==> src/rtl/cfgbank_pkg.sv <==
package cfgbank_pkg;
  // Number of lock-protected registers and their slot order.
  localparam int N_PROT      = 4;
  localparam int SLOT_FAULT  = 0;
  localparam int SLOT_DTCTRL = 1;
  localparam int SLOT_DTTIME = 2;
  localparam int SLOT_ROUTE  = 3;
  // Lock register sits just after the protected set; open registers follow.
  localparam int ADDR_LOCK   = N_PROT;
  localparam int OPEN_BASE   = N_PROT + 1;

  // Bus address of a storage slot.
  function automatic int slot_addr(input int slot);
    return (slot < N_PROT) ? slot : slot + 1;
  endfunction
endpackage

==> src/rtl/cfgb_lock_ctrl.sv <==
module cfgb_lock_ctrl #(
  parameter int          KEY_W = 16,
  parameter logic [15:0] KEY   = 16'hCE80
) (
  input  logic             clk,
  input  logic             rst,
  input  logic             lock_wr,
  input  logic [KEY_W-1:0] key_in,
  output logic             locked
);
  logic key_match;

  assign key_match = (key_in == KEY_W'(KEY));

  always_ff @(posedge clk) begin
    if (rst)          locked <= 1'b0;
    else if (lock_wr) locked <= !key_match;
  end


  reset_unlock_chk: assert property (@(posedge clk) rst |=> !locked)
    else $error("lock not cleared by reset");

  key_unlock_chk: assert property (@(posedge clk) disable iff (rst)
    (lock_wr && key_in == KEY_W'(KEY)) |=> !locked)
    else $error("key write did not unlock");

  bad_key_lock_chk: assert property (@(posedge clk) disable iff (rst)
    (lock_wr && key_in != KEY_W'(KEY)) |=> locked)
    else $error("non-key write did not lock");

  lock_hold_chk: assert property (@(posedge clk) disable iff (rst)
    !lock_wr |=> $stable(locked))
    else $error("lock changed without a lock write");
endmodule

==> src/rtl/cfgb_reg_slot.sv <==
module cfgb_reg_slot #(
  parameter int DATA_W    = 32,
  parameter bit PROTECTED = 1'b1
) (
  input  logic              clk,
  input  logic              rst,
  input  logic              wr_hit,
  input  logic              locked,
  input  logic [DATA_W-1:0] wdata,
  output logic [DATA_W-1:0] q
);
  logic wr_ok;

  generate
    if (PROTECTED) begin : g_guarded
      assign wr_ok = wr_hit && !locked;

      locked_hold_chk: assert property (@(posedge clk) disable iff (rst)
        locked |=> $stable(q))
        else $error("protected register changed while locked");

      open_write_chk: assert property (@(posedge clk) disable iff (rst)
        (wr_hit && !locked) |=> (q == $past(wdata)))
        else $error("unlocked write not stored");
    end else begin : g_free
      assign wr_ok = wr_hit;

      free_write_chk: assert property (@(posedge clk) disable iff (rst)
        wr_hit |=> (q == $past(wdata)))
        else $error("open register write not stored");
    end
  endgenerate

  always_ff @(posedge clk) begin
    if (rst)        q <= '0;
    else if (wr_ok) q <= wdata;
  end


  slot_reset_chk: assert property (@(posedge clk) rst |=> (q == '0))
    else $error("register not cleared by reset");

  no_stray_write_chk: assert property (@(posedge clk) disable iff (rst)
    !wr_hit |=> $stable(q))
    else $error("register changed without an address hit");
endmodule

==> src/rtl/cfgb_read_port.sv <==
module cfgb_read_port
  import cfgbank_pkg::*;
#(
  parameter int DATA_W   = 32,
  parameter int ADDR_W   = 4,
  parameter int NUM_REGS = 6
) (
  input  logic                       clk,
  input  logic                       rst,
  input  logic                       rd_en,
  input  logic [ADDR_W-1:0]          addr,
  input  logic                       locked,
  input  logic [NUM_REGS*DATA_W-1:0] regs_flat,
  output logic [DATA_W-1:0]          rd_data,
  output logic                       rd_valid
);
  logic [DATA_W-1:0] rd_next;

  always_comb begin
    rd_next = '0;
    if (addr == ADDR_W'(ADDR_LOCK)) rd_next = DATA_W'(locked);
    for (int i = 0; i < NUM_REGS; i++) begin
      if (addr == ADDR_W'(slot_addr(i))) rd_next = regs_flat[i*DATA_W +: DATA_W];
    end
  end

  always_ff @(posedge clk) begin
    if (rst) begin
      rd_valid <= 1'b0;
      rd_data  <= '0;
    end else begin
      rd_valid <= rd_en;
      if (rd_en) rd_data <= rd_next;
    end
  end


  rd_valid_chk: assert property (@(posedge clk) disable iff (rst)
    rd_en |=> rd_valid)
    else $error("read strobe without valid");

  rd_quiet_chk: assert property (@(posedge clk) disable iff (rst)
    !rd_en |=> !rd_valid)
    else $error("valid without read strobe");

  lock_read_chk: assert property (@(posedge clk) disable iff (rst)
    (rd_en && addr == ADDR_W'(ADDR_LOCK)) |=> (rd_data == DATA_W'($past(locked))))
    else $error("lock read mismatch");
endmodule

==> src/rtl/cfg_guard_bank.sv <==
module cfg_guard_bank
  import cfgbank_pkg::*;
#(
  parameter int          DATA_W   = 32,
  parameter int          ADDR_W   = 4,
  parameter int          NUM_OPEN = 2,
  parameter int          KEY_W    = 16,
  parameter logic [15:0] KEY      = 16'hCE80
) (
  input  logic                       clk,
  input  logic                       rst,
  input  logic                       wr_en,
  input  logic                       rd_en,
  input  logic [ADDR_W-1:0]          addr,
  input  logic [DATA_W-1:0]          wr_data,
  output logic [DATA_W-1:0]          rd_data,
  output logic                       rd_valid,
  output logic                       lock_active,
  output logic [DATA_W-1:0]          cfg_fault,
  output logic [DATA_W-1:0]          cfg_dtctrl,
  output logic [DATA_W-1:0]          cfg_dttime,
  output logic [DATA_W-1:0]          cfg_route,
  output logic [NUM_OPEN*DATA_W-1:0] cfg_open
);
  localparam int NUM_REGS = N_PROT + NUM_OPEN;

  logic [NUM_REGS*DATA_W-1:0] regs_flat;
  logic                       locked;
  logic                       lock_wr;

  assign lock_wr = wr_en && (addr == ADDR_W'(ADDR_LOCK));

  cfgb_lock_ctrl #(.KEY_W(KEY_W), .KEY(KEY)) u_lock (
    .clk    (clk),
    .rst    (rst),
    .lock_wr(lock_wr),
    .key_in (wr_data[KEY_W-1:0]),
    .locked (locked)
  );

  for (genvar i = 0; i < NUM_REGS; i++) begin : g_slot
    logic hit;
    assign hit = wr_en && (addr == ADDR_W'(slot_addr(i)));
    cfgb_reg_slot #(.DATA_W(DATA_W), .PROTECTED(i < N_PROT)) u_slot (
      .clk   (clk),
      .rst   (rst),
      .wr_hit(hit),
      .locked(locked),
      .wdata (wr_data),
      .q     (regs_flat[i*DATA_W +: DATA_W])
    );
  end

  cfgb_read_port #(.DATA_W(DATA_W), .ADDR_W(ADDR_W), .NUM_REGS(NUM_REGS)) u_rd (
    .clk      (clk),
    .rst      (rst),
    .rd_en    (rd_en),
    .addr     (addr),
    .locked   (locked),
    .regs_flat(regs_flat),
    .rd_data  (rd_data),
    .rd_valid (rd_valid)
  );

  assign lock_active = locked;
  assign cfg_fault   = regs_flat[SLOT_FAULT*DATA_W  +: DATA_W];
  assign cfg_dtctrl  = regs_flat[SLOT_DTCTRL*DATA_W +: DATA_W];
  assign cfg_dttime  = regs_flat[SLOT_DTTIME*DATA_W +: DATA_W];
  assign cfg_route   = regs_flat[SLOT_ROUTE*DATA_W  +: DATA_W];
  assign cfg_open    = regs_flat[NUM_REGS*DATA_W-1 : N_PROT*DATA_W];
endmodule

==> config.mk <==
export PLATFORM = sky130hd
export DESIGN_NAME = cfg_guard_bank
export DESIGN_NICKNAME = d
export VERILOG_FILES = /design/src/rtl/cfgbank_pkg.sv /design/src/rtl/cfgb_lock_ctrl.sv /design/src/rtl/cfgb_reg_slot.sv /design/src/rtl/cfgb_read_port.sv /design/src/rtl/cfg_guard_bank.sv
export SDC_FILE = /design/constraint.sdc
export NUM_CORES = 1
export LEC_CHECK = 0
export BUFFER_PORTS_ARGS = -buffer_cell sky130_fd_sc_hd__buf_2
export CAP_MARGIN = 25
export CELL_PAD_IN_SITES_DETAIL_PLACEMENT = 1
export CELL_PAD_IN_SITES_GLOBAL_PLACEMENT = 1
export CORE_MARGIN = 10
export CORE_UTILIZATION = 34
export DETAILED_ROUTE_END_ITERATION = 10
export PLACE_DENSITY = 0.77
export SLEW_MARGIN = 25
export SYNTH_ARGS = -nofsm -noshare
export SYNTH_HDL_FRONTEND = slang
export SYNTH_SLANG_ARGS = --single-unit
==> constraint.sdc <==
create_clock -name clk -period 1.78 [get_ports clk]
set_input_delay 0.267 -clock clk [delete_from_list [all_inputs] [get_ports clk]]
set_output_delay 0.267 -clock clk [all_outputs]
set_load 0.05 [all_outputs]
==> results.py <==
metrics = {
    "detailed_routing": {
        "first_iter_violations": 626,
        "dr.pass1.iters": 5,
        "ant_nets": 0,
        "viasPerCell": 5.386,
        "wl_per_cell_um": 22.22,
        "vias": 10120,
        "drc": 0,
        "wl_um": 41760,
    },
    "setup_path": {
        "r2r_cells": 5,
        "cp_data_arrival_time_ps": 2090,
        "crit_required_ps": 2150,
        "r2r_end": "g_slot[0].u_slot.q[14]",
        "slowest_stage": "or4b_4",
        "reg2reg_setup_slack_ps": 60,
        "cp_cell_sequence": "or4b_4 > or3_4 > clkbuf_16 > nand2_1 > a21oi_1",
        "cp_max_fo": 16,
        "timing.rr.start": "u_lock.locked",
        "crit_type": "reg2reg",
        "end_kind": "register",
        "start_kind": "register",
        "slowest_delay_ps": 480,
    },
    "layout": {
        "multiInputGateArea_um2": 4599,
        "register_area_um2": 4528,
        "utilization": 0.4480,
        "fill_cells": 3428,
        "fin_cells": 1879,
        "nets": 1519,
        "drive_gt1_frac": 0.2533,
        "final_cell_area_um2": 12410,
        "area_delta_synth_final_pct": 30.53,
    },
    "die": {
        "rows": 61,
        "dieArea_um2": 35050,
        "die_y_um": 187.2,
        "initial_core_util": 0.3432,
        "die_w_um": 187.2,
        "core_area_um2": 27710,
        "io_pins": 266,
    },
    "synthesis": {
        "yosys_most_used_dff": "dfxtp_1",
        "netlist_area_um2": 9508,
        "yosysWarnings": 0,
        "ys_types": 37,
        "synth-edff-count": 0,
        "syn-instance-count": 1231,
        "synth_area_leaders": "dfxtp_1 48%, nand2_1 16%, a21oi_1 12%, mux2i_1 3.4%, clkbuf_1 2.8%",
        "syn_avg_cell_area_um2": 7.724,
        "yosysTopAreaCellShare": 0.4759,
        "seq_area_frac_synth": 0.4759,
        "synth_commonest_cells": "395 x nand2_1, 226 x dfxtp_1, 219 x a21oi_1",
        "synth_nets": 1271,
        "synth_top_area_cell": "dfxtp_1",
        "async_flop_share": 0,
        "synth-seq-cells": 226,
        "yosysMostFrequentCell": "nand2_1",
    },
    "global_routing": {
        "grt_max_degree": 144,
        "grt_pass1_vias": 10630,
        "grt_pass1_wl_um": 62630,
        "overflow": 0,
        "antenna_found_initial": 4,
        "track_usage": 0.2237,
    },
    "power_and_ir_drop": {
        "cellLeakagePower_nw": 5.115,
        "peakVddDrop_mv": 0.5527,
        "p_per_area_nw_per_um2": 934.1,
    },
    "hold_path": {
        "hp-class": "in2reg",
        "worstHoldPathCells": 3,
        "hold_end": "g_slot[0].u_slot.q[29]",
        "min_from": "wr_data[29]",
    },
    "run_status": {
        "status": "finished clean",
    },
    "sta": {
        "worst_pin_slew_ps": 1045,
        "maxClockFrequency_mhz": 581.1,
        "slew-limit-headroom": 0.3020,
        "rsz0062_at_grt": "true",
        "setup_tns_ps": 0,
        "setup_violations": 0,
        "finalMaxSlewViolations": 0,
        "period_needed_ps": 1721,
        "fin_hold_ws_ps": 29.71,
        "finClkSkew_ps": 7.963,
        "hold_violations": 0,
        "fin_crit_sh": 0.9668,
    },
    "place": {
        "placedCellCount": 1827,
        "io_buffers": 265,
        "hpwl_um": 28590,
        "place_area_um2": 11540,
        "routabilityCongestion": 0.8284,
    },
    "cts": {
        "clk_latency_ps": 520,
        "clockBufferDepth": 3,
        "clkTransAtPathRegs_ps": 60,
        "cts_buffers": 26,
        "cts_htree_levels": 1,
        "root_buffer": "clkbuf_16",
        "cts_tree": "yes",
        "clock-sinks": 226,
    },
    "run": {
        "cap_violations": 0,
    },
}
[final cells by class]
cell class | instances | area share
multi-input cells | 899 | 0.3706
flip-flops and latches | 226 | 0.3649
repair buffers | 326 | 0.1598
clock buffers | 44 | 0.06523
well taps | 378 | 0.03811
diodes | 5 | 0.001008
clock inverters | 1 | 0.0004033
[worst max path at each step]
stage	startpoint	to	slack, ps	cells past startpoint
final	u_lock.locked	g_slot[0].u_slot.q[14]	60	5
after global routing	u_lock.locked	g_slot[2].u_slot.q[0]	-8	7
after CTS	u_lock.locked	g_slot[0].u_slot.q[20]	0.4	5
after detailed placement	addr[2]	u_rd.rd_data[0]	-150	6
after global placement	addr[2]	g_slot[0].u_slot.q[29]	-70	6
after floorplan	u_lock.locked	g_slot[0].u_slot.q[16]	50	6
[critical path: cells and delay by family (launching register included)]
kind | cells | cell delay (ps)
flops | 1 | 340
simple gates | 3 | 950
compound gates | 1 | 60
buf+inv | 1 | 210
[cell usage in the layout (no fill, tap or decap), types with 2 or more instances in the layout]
cell type | Yosys | routed
a211oi_1 | 9 | 9
a21oi_1 | 219 | 219
a22o_1 | 8 | 8
a2bb2oi_1 | 23 | 23
a31oi_1 | 23 | 23
and2_2 | 0 | 2
buf_12 | 0 | 13
buf_2 | 29 | 263
buf_4 | 0 | 45
buf_6 | 3 | 3
clkbuf_1 | 70 | 10
clkbuf_16 | 0 | 28
clkbuf_8 | 0 | 7
dfxtp_1 | 226 | 225
diode_2 | 0 | 5
mux2i_1 | 32 | 32
nand2_1 | 395 | 392
nand2_2 | 0 | 3
nand2b_1 | 3 | 2
nand3_2 | 0 | 2
nand3b_1 | 2 | 2
nor2_1 | 39 | 37
nor2_4 | 0 | 2
nor2b_1 | 30 | 29
nor3_1 | 9 | 9
o211ai_1 | 9 | 9
o21a_1 | 9 | 9
o21ai_0 | 47 | 47
o2bb2ai_1 | 23 | 23
[per-stage QoR]
stage / setup slack (ps) / power, mW
4_1_cts: 0.4468 / 11.65
2_1_floorplan: 48.16 / 6.022
3_3_place_gp: -70.34 / 6.470
6_report: 59.03 / 11.59
5_1_grt: -8.414 / 11.96
3_5_place_dp: -147.9 / 6.491
[registers in the layout, indices dropped and copies added, names as in the netlist]
signal	flops
u_rd.rd_valid	1
u_lock.locked	1
g_slot.u_slot.q	192
u_rd.rd_data	32
[where the power goes]
part           switching (mW)  internal (mW)
registers              0.0626           5.14
logic                   0.870          0.331
clock network            2.14           3.05
[per-layer routing]
| metal | wire (um) | track usage |
|---|---|---|
| met3 | 2760 | 0.04530 |
| met5 | 0 | 0 |
| met1 | 17450 | 0.2682 |
| met4 | 1342 | 0.08406 |
| met2 | 20210 | 0.3856 |
[repair_timing]
| item | in CTS | in global routing |
|---|---|---|
| endpoints found under the hold margin | 1 | 0 |
| endpoints found under the setup margin | 0 | 34 |
| hold buffers | 1 | 0 |
| gates resized for setup | 0 | 3 |
| buffers inserted | 0 | 0 |
[kinds of logic after synthesis]
logic type / after synthesis / synth area share
AOI/OAI and AO/OA: 371 / 0.2270
buffers and inverters: 106 / 0.04803
DFF: 226 / 0.4759
muxes: 32 / 0.03369
and+or+nand+nor: 496 / 0.2154
Note: power is estimated with default switching activity, not from simulation.
